`src/rtl/ssc_pkg.sv`:
```
package ssc_pkg;

   typedef enum logic {
      SSC_RIPPLE = 1'b0,
      SSC_SKIP   = 1'b1
   } ssc_chain_e;

   function automatic int ssc_sections(input int n_states, input int sec_len);
      return (sec_len > 0) ? (n_states / sec_len) : 0;
   endfunction

endpackage

```
`src/rtl/ssc_cell.sv`:
```
module ssc_cell (
   input  logic arm_in,
   input  logic begin_i,
   input  logic decide_i,
   output logic arm_out,
   output logic hit_o
);
   logic armed;

   assign armed   = arm_in | begin_i;
   assign hit_o   = armed & decide_i;
   assign arm_out = armed & ~decide_i;
endmodule

```
`src/rtl/ssc_section.sv`:
```
module ssc_section
   import ssc_pkg::*;
#(
   parameter int         LEN   = 4,
   parameter ssc_chain_e CHAIN = SSC_SKIP
) (
   input  logic           arm_in,
   input  logic [LEN-1:0] begin_seg,
   input  logic [LEN-1:0] decide_seg,
   output logic           arm_out,
   output logic [LEN-1:0] hit_seg
);
   logic [LEN:0] rip;

   assign rip[0] = arm_in;

   for (genvar k = 0; k < LEN; k++) begin : g_cell
      ssc_cell u_cell (
         .arm_in  (rip[k]),
         .begin_i (begin_seg[k]),
         .decide_i(decide_seg[k]),
         .arm_out (rip[k+1]),
         .hit_o   (hit_seg[k])
      );
   end

   if (CHAIN == SSC_SKIP) begin : g_skip
      logic pass_one;
      logic pass_zero;

      // active search crosses a section with no decision bit
      assign pass_one  = arm_in & ~(|decide_seg);
      // idle search crosses a section with no start marker
      assign pass_zero = ~arm_in & ~(|begin_seg);

      always_comb begin
         if (pass_one)       arm_out = 1'b1;
         else if (pass_zero) arm_out = 1'b0;
         else                arm_out = rip[LEN];
      end
   end else begin : g_ripple
      assign arm_out = rip[LEN];
   end
endmodule

```
`src/rtl/ssc_encoder.sv`:
```
module ssc_encoder #(
   parameter int N_IN  = 32,
   parameter int IDX_W = $clog2(N_IN)
) (
   input  logic [N_IN-1:0]  onehot,
   output logic [IDX_W-1:0] index
);
   always_comb begin
      index = '0;
      for (int i = 0; i < N_IN; i++) begin
         if (onehot[i]) index = index | IDX_W'(i);
      end
   end
endmodule

```
`src/rtl/start_select_chain.sv`:
```
module start_select_chain
   import ssc_pkg::*;
#(
   parameter int         N_STATES = 32,
   parameter int         SEC_LEN  = 4,
   parameter bit         OUT_REG  = 1'b1,
   parameter ssc_chain_e CHAIN    = SSC_SKIP
) (
   input  logic                        clk,
   input  logic                        rst_n,
   input  logic [N_STATES-1:0]         begin_vec,
   input  logic [N_STATES-1:0]         decide_vec,
   output logic [N_STATES-1:0]         time_vec,
   output logic                        none_found,
   output logic [$clog2(N_STATES)-1:0] time_idx
);
   localparam int N_SEC = ssc_sections(N_STATES, SEC_LEN);
   localparam int IDX_W = $clog2(N_STATES);

   if (N_STATES < 2) begin : g_bad_n
      $error("start_select_chain: N_STATES must be at least 2");
   end
   if (SEC_LEN < 1 || (N_STATES % SEC_LEN) != 0) begin : g_bad_sec
      $error("start_select_chain: SEC_LEN must divide N_STATES");
   end

   logic [N_SEC:0]        link;
   logic [N_STATES-1:0]   hit_c;
   logic                  none_c;
   logic [IDX_W-1:0]      idx_c;

   assign link[0] = 1'b0;

   for (genvar s = 0; s < N_SEC; s++) begin : g_sec
      ssc_section #(
         .LEN  (SEC_LEN),
         .CHAIN(CHAIN)
      ) u_sec (
         .arm_in    (link[s]),
         .begin_seg (begin_vec[s*SEC_LEN +: SEC_LEN]),
         .decide_seg(decide_vec[s*SEC_LEN +: SEC_LEN]),
         .arm_out   (link[s+1]),
         .hit_seg   (hit_c[s*SEC_LEN +: SEC_LEN])
      );
   end

   assign none_c = ~(|hit_c);

   ssc_encoder #(
      .N_IN (N_STATES),
      .IDX_W(IDX_W)
   ) u_enc (
      .onehot(hit_c),
      .index (idx_c)
   );

   if (OUT_REG) begin : g_reg
      always_ff @(posedge clk) begin
         if (!rst_n) begin
            time_vec   <= '0;
            none_found <= 1'b1;
            time_idx   <= '0;
         end else begin
            time_vec   <= hit_c;
            none_found <= none_c;
            time_idx   <= idx_c;
         end
      end
   end else begin : g_comb
      assign time_vec   = hit_c;
      assign none_found = none_c;
      assign time_idx   = idx_c;
   end
endmodule

```
`config.mk`:
```
export PLATFORM = sky130hd
export DESIGN_NAME = start_select_chain
export DESIGN_NICKNAME = d
export VERILOG_FILES = /design/src/rtl/ssc_pkg.sv /design/src/rtl/ssc_cell.sv /design/src/rtl/ssc_section.sv /design/src/rtl/ssc_encoder.sv /design/src/rtl/start_select_chain.sv
export SDC_FILE = /design/constraint.sdc
export NUM_CORES = 1
export LEC_CHECK = 0
export BUFFER_PORTS_ARGS = -buffer_cell sky130_fd_sc_hd__buf_2
export CELL_PAD_IN_SITES_DETAIL_PLACEMENT = 1
export CELL_PAD_IN_SITES_GLOBAL_PLACEMENT = 2
export CORE_ASPECT_RATIO = 0.9
export CORE_UTILIZATION = 25
export CTS_BUF_LIST = sky130_fd_sc_hd__clkbuf_4
export DETAILED_ROUTE_END_ITERATION = 8
export GPL_TIMING_DRIVEN = 1
export MAX_ROUTING_LAYER = met4
export PLACE_DENSITY = 0.88
export SLEW_MARGIN = 25
export SYNTH_ARGS = -nofsm -noshare
export SYNTH_HDL_FRONTEND = slang
export SYNTH_SLANG_ARGS = --single-unit
```
`constraint.sdc`:
```
create_clock -name clk -period 2.9 [get_ports clk]
set_input_delay 0.435 -clock clk [delete_from_list [all_inputs] [get_ports clk]]
set_output_delay 0.435 -clock clk [all_outputs]
set_load 0.01 [all_outputs]
```
==> results.sh <==
export IMPL_seq_area_um2=761
export IMPL_worstPathMaxFanout=5
export IMPL_ys_seq_area_share_pct=35.3
export IMPL_crit_type="input pin to flop"
export IMPL_power_frac_seq_pct=47.0
export IMPL_post_cts_setup_buffers=0
export IMPL_grt_pass1_vias=2605
export IMPL_grt_max_degree=21
export IMPL_yosysUniqueCellTypes=56
export IMPL_dp_hpwl_mm=6.80
export IMPL_syn_to_final_growth_pct=42.1
export IMPL_drt_iter0_markers=100
export IMPL_fin_crit_ps=2680
export IMPL_synth_edff_count=0
export IMPL_initial_core_util_pct=26.3
export IMPL_min_period_over_period_pct=92.6
export IMPL_ys_ff_latch=38
export IMPL_status="completed"
export IMPL_setup_viol=0
export IMPL_route_detailed_drc=0
export IMPL_min_path_type="input pin to flop"
export IMPL_dp_slack_ps=-150
export IMPL_crit_path_end_kind="flop"
export IMPL_syn_cell_area_um2=2160
export IMPL_fillCellCount=1072
export IMPL_io_pins=104
export IMPL_dieHeight_um=90.1
export IMPL_p_per_area_nw_per_um2=388
export IMPL_io_buffers=103
export IMPL_async_flop_share_pct=0
export IMPL_grt_overflow_total=0
export IMPL_clk_pin_slew_ps=130
export IMPL_fmax_mhz=373
export IMPL_std_cell_rows=31
export IMPL_grt_pass1_wl_mm=13.1
export IMPL_layout_commonest_cell="buf_2"
export IMPL_antennaDiodeCount=0
export IMPL_syn_avg_cell_area_um2=7.67
export IMPL_ys_warnings_count=0
export IMPL_track_usage_pct=19.0
export IMPL_drive_gt1_share_pct=36.4
export IMPL_arrival_ps=2930
export IMPL_cts_tree="built"
export IMPL_setup_ws_ps=216
export IMPL_dieWidth_um=99.9
export IMPL_final_cell_mix="buf_2, nor2_1, dfxtp_1"
export IMPL_clkSinkCount=38
export IMPL_worstMarginPinSlew_ps=658
export IMPL_dieArea_um2=9000
export IMPL_hold_ws_ps=316
export IMPL_power_leakage_nw=1.50
export IMPL_rsz0062_at_grt="false"
export IMPL_cts_buffers=5
export IMPL_crit_path_start_kind="input pin"
export IMPL_clkPwrFrac_pct=24.0
export IMPL_drtAntennaViolNets=0
export IMPL_antenna_found_initial=0
export IMPL_slew_viol_final=0
export IMPL_core_um2=8180
export IMPL_cts_path_max_buffers=2
export IMPL_power_frac_comb_pct=29.1
export IMPL_ir_drop_v=0.000197
export IMPL_htree_levels=2
export IMPL_slew_headroom_pct=55.7
export IMPL_gp_congestion=0.828
export IMPL_synthFlopType="dfxtp_1"
export IMPL_drt_wl_total_mm=8.27
export IMPL_via_count=2592
export IMPL_drt_first_pass_iters=4
export IMPL_p_int_mw=0.789
export IMPL_fin_nets=481
export IMPL_cp_required_ps=3150
export IMPL_multi_input_area_um2=1310
export IMPL_maxCapViolations=0
export IMPL_p_switching_mw=0.400
export IMPL_cts_root_buf="clkbuf_4"
export IMPL_vias_per_cell=4.89
export IMPL_syn_nets=347
export IMPL_synthCells=281
export IMPL_p_sw_share_pct=33.6
export IMPL_finalHoldViolations=0
export IMPL_wire_per_inst_um=15.6
## logic make-up (layout without fill, tap and decap cells)
| family | Yosys count | after routing | share of synthesized area, % |
|---|---|---|---|
| DFF | 38 | 38 | 35.3 |
| and+or+nand+nor | 134 | 134 | 31.6 |
| AOI/OAI and AO/OA | 84 | 84 | 28.8 |
| buffers and inverters | 25 | 159 | 4.35 |
## Yosys cell counts, types with 2 or more instances
cell type	instances	area, um^2
a211o_1	2	17.5
nor2_1	48	180
a21o_1	3	22.5
nand3_1	8	40.0
clkbuf_1	3	11.3
o21ai_0	15	75.1
nor2b_1	9	56.3
o31ai_2	2	25.0
or4_1	3	22.5
nor3b_1	2	15.0
o211ai_1	6	45.0
a22oi_1	2	15.0
and3_1	9	56.3
o21ai_1	5	25.0
nand4_1	4	25.0
o21bai_1	6	45.0
nand2b_1	3	18.8
inv_1	20	75.1
nor4_1	7	43.8
a21oi_1	15	75.1
nand2_1	17	63.8
and2_1	9	56.3
dfxtp_1	38	761
o31ai_1	2	15.0
o21a_1	2	15.0
o31a_1	3	26.3
nor3_1	7	35.0
a21boi_1	2	15.0
a2bb2oi_2	2	30.0
## worst max-delay path, stage by stage
cell,delay [ps]
buf_2,110
or2_1,260
o31ai_2,290
o211a_1,250
nor3b_2,80
o211a_4,280
a21oi_1,200
o32ai_2,150
a31o_2,300
a2bb2oi_2,150
o41a_1,430
## power by group through the flow
| stage | Clock (mW) | Combinational [mW] | Sequential (mW) |
|---|---|---|---|
| floorplan | 0 | 0.144 | 0.585 |
| global placement | 0 | 0.334 | 0.570 |
| detailed placement | 0 | 0.342 | 0.571 |
| CTS | 0.293 | 0.345 | 0.559 |
| global route | 0.316 | 0.379 | 0.561 |
| finish | 0.285 | 0.346 | 0.559 |
## stage by stage
stage	instance area [um^2]	utilization (%)	power, mW	setup TNS (ps)	std cells
6_report	3060	37.4	1.19	0	530
5_1_grt	3060	37.4	1.26	0	530
4_1_cts	3060	37.4	1.20	0	530
3_5_place_dp	3010	36.8	0.913	-700	523
3_3_place_gp	3010	36.8	0.904	-318	523
2_1_floorplan	2160	-	0.729	0	281
## worst paths after layout
path	startpoint	endpoint	slack [ps]	depth (start not counted)
worst max-delay path	begin_vec[1]	time_idx[2]	220	11
worst min-delay path	decide_vec[20]	time_vec[20]	320	3
## registers in the layout, summed over array words and instances, names as in the netlist
register	count
time_idx	5
time_vec	32
none_found	1
## per-layer routing
| layer | share of wire, % | vias up | global-route usage [%] | routed length (um) |
|---|---|---|---|---|
| met5 | 0 | - | - | 0 |
| met4 | 0.75 | 0 | 3.92 | 62 |
| met3 | 4.5 | 9 | 3.03 | 375 |
| met2 | 45 | 73 | 30.0 | 3720 |
| met1 | 50 | 1223 | 25.6 | 4110 |
| li1 | - | 1287 | - | - |
## area by class of cell
| class | count | share of cell area [%] |
|---|---|---|
| clock buffers | 5 | 1.22 |
| inverters | 21 | 2.57 |
| multi-input cells | 218 | 42.7 |
| flip-flops and latches | 38 | 24.8 |
| well taps | 115 | 4.70 |
| clock inverters | 2 | 0.327 |
| repair buffers | 131 | 23.7 |
## repair_timing
action / 4_1_cts / 5_1_grt
resized for setup: 0 / 1
hold buffers: 0 / 0
setup endpoints to repair: 0 / 1
Power figures use the tool's default switching activity.
